<file path="config.mk">
export PLATFORM = sky130hd
export DESIGN_NAME = alu16_flagged
export DESIGN_NICKNAME = d
export VERILOG_FILES = /design/src/rtl/alu16_pkg.sv /design/src/rtl/alu16_decode.sv /design/src/rtl/alu16_adder.sv /design/src/rtl/alu16_bitwise.sv /design/src/rtl/alu16_flagged.sv
export SDC_FILE = /design/constraint.sdc
export NUM_CORES = 1
export LEC_CHECK = 0
export ABC_CLOCK_PERIOD_IN_PS = 8600
export BUFFER_PORTS_ARGS = -buffer_cell sky130_fd_sc_hd__buf_2
export CORE_ASPECT_RATIO = 2
export CORE_MARGIN = 8
export CORE_UTILIZATION = 45
export CTS_CLUSTER_DIAMETER = 40
export DETAILED_ROUTE_END_ITERATION = 10
export PLACE_DENSITY = 0.68
export SYNTH_ARGS = -nofsm -noshare
export SYNTH_HDL_FRONTEND = slang
export SYNTH_SLANG_ARGS = --single-unit
</file>
<file path="constraint.sdc">
create_clock -name clk -period 8.6 [get_ports clk]
set_input_delay 0.86 -clock clk [delete_from_list [all_inputs] [get_ports clk]]
set_output_delay 0.86 -clock clk [all_outputs]
set_load 0.05 [all_outputs]
</file>
<file path="src/rtl/alu16_pkg.sv">
package alu16_pkg;

  typedef enum logic [3:0] {
    OP_ADD  = 4'd0,
    OP_ADC  = 4'd1,
    OP_SUB  = 4'd2,
    OP_SBB  = 4'd3,
    OP_NEG  = 4'd4,
    OP_PASS = 4'd5,
    OP_INC  = 4'd6,
    OP_DEC  = 4'd7,
    OP_NOT  = 4'd8,
    OP_AND  = 4'd9,
    OP_OR   = 4'd10,
    OP_XOR  = 4'd11
  } alu_op_e;

  localparam int unsigned OP_LAST = 11;

  // left adder input source
  typedef enum logic {
    XS_A    = 1'b0,
    XS_ZERO = 1'b1
  } x_src_e;

  // right adder input source
  typedef enum logic [2:0] {
    YS_B     = 3'd0,
    YS_NOT_B = 3'd1,
    YS_NOT_A = 3'd2,
    YS_ZERO  = 3'd3,
    YS_ONES  = 3'd4
  } y_src_e;

  typedef enum logic [1:0] {
    LG_NOT = 2'd0,
    LG_AND = 2'd1,
    LG_OR  = 2'd2,
    LG_XOR = 2'd3
  } logic_sel_e;

  typedef struct packed {
    logic z;
    logic n;
    logic v;
    logic c;
  } alu_flags_t;

  typedef struct packed {
    logic       valid;
    logic       is_logic;
    x_src_e     x_src;
    y_src_e     y_src;
    logic       cin;
    logic_sel_e lsel;
  } alu_ctrl_t;

endpackage

</file>
<file path="src/rtl/alu16_decode.sv">
module alu16_decode
  import alu16_pkg::*;
(
  input  logic [3:0] op_code,
  input  logic       stored_c,
  input  logic       carry_in,
  input  logic       cin_sel,
  output alu_ctrl_t  ctrl
);

  logic chain_c;

  // carry source for the chained codes
  assign chain_c = cin_sel ? carry_in : stored_c;

  always_comb begin
    ctrl          = '0;
    ctrl.x_src    = XS_A;
    ctrl.y_src    = YS_ZERO;
    ctrl.lsel     = logic_sel_e'(op_code[1:0]);
    ctrl.valid    = (int'(op_code) <= OP_LAST);
    ctrl.is_logic = op_code[3] && ctrl.valid;
    case (op_code)
      OP_ADD:  begin ctrl.y_src = YS_B;                              ctrl.cin = 1'b0;    end
      OP_ADC:  begin ctrl.y_src = YS_B;                              ctrl.cin = chain_c; end
      OP_SUB:  begin ctrl.y_src = YS_NOT_B;                          ctrl.cin = 1'b1;    end
      OP_SBB:  begin ctrl.y_src = YS_NOT_B;                          ctrl.cin = chain_c; end
      OP_NEG:  begin ctrl.x_src = XS_ZERO; ctrl.y_src = YS_NOT_A;    ctrl.cin = 1'b1;    end
      OP_PASS: begin ctrl.y_src = YS_ZERO;                           ctrl.cin = 1'b0;    end
      OP_INC:  begin ctrl.y_src = YS_ZERO;                           ctrl.cin = 1'b1;    end
      OP_DEC:  begin ctrl.y_src = YS_ONES;                           ctrl.cin = 1'b0;    end
      default: begin ctrl.y_src = YS_ZERO;                           ctrl.cin = 1'b0;    end
    endcase
  end

endmodule

</file>
<file path="src/rtl/alu16_adder.sv">
module alu16_adder #(
  parameter int unsigned W = 16
) (
  input  logic [W-1:0] x,
  input  logic [W-1:0] y,
  input  logic         cin,
  output logic [W-1:0] sum,
  output logic         cout,
  output logic         ovf
);

  logic [W:0] cy;

  assign cy[0] = cin;

  // ripple chain, one full adder per bit
  for (genvar i = 0; i < W; i++) begin : g_fa
    assign sum[i]  = x[i] ^ y[i] ^ cy[i];
    assign cy[i+1] = (x[i] & y[i]) | (cy[i] & (x[i] ^ y[i]));
  end

  assign cout = cy[W];
  // signed overflow: carry into the MSB differs from carry out of it
  assign ovf  = cy[W] ^ cy[W-1];

endmodule

</file>
<file path="src/rtl/alu16_bitwise.sv">
module alu16_bitwise
  import alu16_pkg::*;
#(
  parameter int unsigned W = 16
) (
  input  logic [W-1:0] a,
  input  logic [W-1:0] b,
  input  logic_sel_e   lsel,
  output logic [W-1:0] y
);

  for (genvar i = 0; i < W; i++) begin : g_bit
    always_comb begin
      case (lsel)
        LG_NOT:  y[i] = ~a[i];
        LG_AND:  y[i] = a[i] & b[i];
        LG_OR:   y[i] = a[i] | b[i];
        default: y[i] = a[i] ^ b[i];
      endcase
    end
  end

endmodule

</file>
<file path="src/rtl/alu16_flagged.sv">
module alu16_flagged
  import alu16_pkg::*;
#(
  parameter int unsigned W = 16
) (
  input  logic         clk,
  input  logic         rst,
  input  logic         op_en,
  input  logic [3:0]   op_code,
  input  logic [W-1:0] opnd_a,
  input  logic [W-1:0] opnd_b,
  input  logic         carry_in,
  input  logic         cin_sel,
  output logic [W-1:0] result,
  output logic         flag_z,
  output logic         flag_n,
  output logic         flag_v,
  output logic         flag_c
);

  localparam int unsigned MSB = W - 1;

  alu_ctrl_t  ctrl;
  alu_flags_t flags_q, flags_d;
  logic [W-1:0] res_q, res_d;
  logic [W-1:0] add_x, add_y, add_sum, lg_y;
  logic         add_c, add_v;
  logic         load;

  alu16_decode u_decode (
    .op_code  (op_code),
    .stored_c (flags_q.c),
    .carry_in (carry_in),
    .cin_sel  (cin_sel),
    .ctrl     (ctrl)
  );

  always_comb begin
    add_x = (ctrl.x_src == XS_ZERO) ? '0 : opnd_a;
    case (ctrl.y_src)
      YS_B:     add_y = opnd_b;
      YS_NOT_B: add_y = ~opnd_b;
      YS_NOT_A: add_y = ~opnd_a;
      YS_ONES:  add_y = '1;
      default:  add_y = '0;
    endcase
  end

  alu16_adder #(.W(W)) u_adder (
    .x    (add_x),
    .y    (add_y),
    .cin  (ctrl.cin),
    .sum  (add_sum),
    .cout (add_c),
    .ovf  (add_v)
  );

  alu16_bitwise #(.W(W)) u_bitwise (
    .a    (opnd_a),
    .b    (opnd_b),
    .lsel (ctrl.lsel),
    .y    (lg_y)
  );

  always_comb begin
    res_d     = ctrl.is_logic ? lg_y : add_sum;
    flags_d.z = (res_d == '0);
    flags_d.n = res_d[MSB];
    flags_d.v = ctrl.is_logic ? 1'b0 : add_v;
    flags_d.c = ctrl.is_logic ? 1'b0 : add_c;
  end

  assign load = op_en && ctrl.valid;

  always_ff @(posedge clk) begin
    if (rst) begin
      res_q   <= '0;
      flags_q <= '0;
    end else if (load) begin
      res_q   <= res_d;
      flags_q <= flags_d;
    end
  end

  assign result = res_q;
  assign flag_z = flags_q.z;
  assign flag_n = flags_q.n;
  assign flag_v = flags_q.v;
  assign flag_c = flags_q.c;

  AST_RESET_CLEARS: assert property (@(posedge clk) rst |=> (result == '0 && !flag_z && !flag_n && !flag_v && !flag_c));
  AST_HOLD_IDLE: assert property (@(posedge clk) disable iff (rst) !op_en |=> ($stable(result) && $stable({flag_z, flag_n, flag_v, flag_c})));
  AST_RESERVED_HOLD: assert property (@(posedge clk) disable iff (rst) (op_en && op_code[3] && op_code[2]) |=> ($stable(result) && $stable({flag_z, flag_n, flag_v, flag_c})));
  AST_LOGIC_CLEARS_VC: assert property (@(posedge clk) disable iff (rst) (op_en && op_code[3] && !op_code[2]) |=> (!flag_v && !flag_c));
  AST_NO_OVF_MIXED_ADD: assert property (@(posedge clk) disable iff (rst) (op_en && op_code == OP_ADD && opnd_a[MSB] != opnd_b[MSB]) |=> !flag_v);
  AST_ZN_MATCH: assert property (@(posedge clk) disable iff (rst) (op_en && int'(op_code) <= OP_LAST) |=> (flag_z == (result == '0) && flag_n == result[MSB]));
  AST_INC_WRAP: assert property (@(posedge clk) disable iff (rst) (op_en && op_code == OP_INC && opnd_a == '1) |=> (flag_c && flag_z));

endmodule

</file>
==> run metrics <==
share of cells above drive strength 1 0.196; placed cells approximately 500; RSZ-0062 raised after global routing false; pwr/cell area roughly 120 nW/um^2; pre-CTS WS 0.252 ns; Least-Margin Pin Slew 0.870 ns; Worst EP required just under 9 ns; Post-Syn Instances between 300 and 400; Worst-Skew Late Latency 0.26 ns; fin nets 519; status completed; clk buf depth 2; # hold bufs at CTS 0; CP bufs+invs 5; register area share after synthesis 0.132; register bit total from synthesis 19; Post-synth EDFFs 0; routed vias 2853; # resized after CTS 0; Slew Limit Fails 0; Max-cap violations 0; TritonCTS Sinks 19; Port Buf Inserts 60; Crit path arrival time 8.28 ns; final non-filler cell total 515; # setup viols final 0; setup_tns 0 ns; first-pass GRT wire length 13.6 mm; Worst slew margin 0.420; Max Clock Freq around 120 MHz; Via density between 5 and 6; largest net degree at the start of global routing 54; Post CTS Setup Buffer Count 0; critical path startpoint category primary input; crit path max fanout 10; clk_skew 0.00214 ns; Root Buffer clkbuf_16; CP max stage delay 0.42 ns; period utilization 0.946; Total GRT Usage 0.182; DR pass1 iterations 4; ANT nets after route 0; Ports 61; syn avg cell area 7.57 sq um; gpl congestion 0.946; DRT iter0 DRCs about 140; Yosys cell types 49; final worst slack around 0.47 ns; core area ~6300 sq um; Crit. End Element flip-flop; number of diodes 0; Min-Delay Path Class flip-flop to flip-flop; clock slew at reported path FFs 0.05 ns; min cycle time layout between 8 and 9 ns; Pwr Total 396 uW; commonest non-fill, non-tap cells in the layout nor2_1 (74), buf_2 (60), inv_1 (46); Worst path top cell family by delay adder cells; Syn Nets about 470; Main synth FF type dfxtp_1; routed wire length roughly 8.4 mm; mapped cell area around 2900 sq um; vias in the first global route 2920; CTS buffer count 3; # DRC 0; initial core utilization 0.462; Yosys warnings 0; remaining global-route overflow 0; most common cell after layout, fill and taps aside nor2_1; Die Wd 72.7 microns; peak supply drop about 54 uV; final-report hold violation count 0; crit path kind primary input to flip-flop; die footprint between 9000 and 10000 sq um; num rows 41; Leakage ~0.0016 uW; asr flop ratio synth 0; initial antenna violation count 0; worst-path cell with the longest stage delay fa_1; wire per inst approximately 16 microns; H-tree depth 1; Die Height 129 microns; Area Growth Syn to Fin 14.1%; CTS tree yes; most used cell, CP fa_1; fin util 0.527; post-DP HPWL between 6 and 7 mm
-- logic make-up after synthesis --
logic type                 share of synthesized area
adders and majority gates                      0.249
and+or+nand+nor                                0.199
buffers and inverters                          0.113
xor gates and xnor gates                      0.0515
muxes                                         0.0632
DFF                                            0.132
AOI/OAI and AO/OA                              0.192
-- path summary, 6_finish.rpt --
kind	slack [ns]	end	cells past startpoint	start
worst max register to register	1.10	flag_z	29	flag_c
worst min register to register	0.44	result[13]	2	result[13]
worst max-delay path	0.47	flag_z	30	op_code[1]
worst min-delay path	0.44	result[13]	2	result[13]
-- registers in the layout, summed over array words and instances (netlist names) --
register and flops:
flag_v 1, flag_c 1, flag_z 1, flag_n 1, result 15
-- tightest hold or removal path: cells and delay by family, from the launching register on --
family | cells | cell delay, ns
DFF | 1 | 0.30
and+or+nand+nor | 1 | 0.05
AOI/OAI and AO/OA | 1 | 0.05
-- power by group --
group	internal, uW	leakage [uW]	switching, uW
combinational	72.9	0.00141	127
clock	62.4	0.0000409	33.8
sequential	95.9	0.000157	3.38
-- layout make-up --
type                       count  area (sq um)
fill                         669          2960
multi-input combinational    290          2180
sequential                    19           380
timing repair buffer          70           375
inverter                      46           173
tap                           86           108
clock buffer                   3          75.1
clock inverter                 1          5.00
-- stage by stage --
| step | instance area [sq um] | hold slack (ns) |
|---|---|---|
| finish | 3300 | 0.445 |
| global route | 3300 | 0.467 |
| CTS | 3300 | 0.447 |
| detailed placement | 3220 | 0.441 |
| global placement | 3220 | 0.439 |
| floorplan | 2890 | 0.671 |
-- metal layers --
metal | part of all wire | global-route usage
met4 | 0.041 | 0.101
met1 | 0.37 | 0.185
met2 | 0.54 | 0.341
met5 | 0 | 0
met3 | 0.046 | 0.0224
-- cells in the mapped netlist, types with 2 or more instances --
library cell	number	area share
a211oi_1	7	0.018
a21oi_1	22	0.038
a311oi_1	2	0.0061
buf_2	9	0.016
buf_4	7	0.018
buf_6	2	0.0078
clkbuf_1	8	0.010
dfxtp_1	19	0.13
fa_1	16	0.11
ha_1	32	0.14
inv_1	46	0.060
mux2i_1	4	0.014
mux4_1	2	0.018
mux4_2	4	0.031
nand2_1	28	0.036
nand2b_1	2	0.0043
nand3b_1	2	0.0052
nand4_1	3	0.0065
nor2_1	74	0.096
nor3_1	7	0.012
nor4_1	3	0.0065
o211ai_1	14	0.036
o21ai_0	4	0.0069
o21ai_1	6	0.010
o221ai_1	5	0.015
o22ai_1	16	0.035
xor2_1	16	0.048
Power figures use the tool's default switching activity.
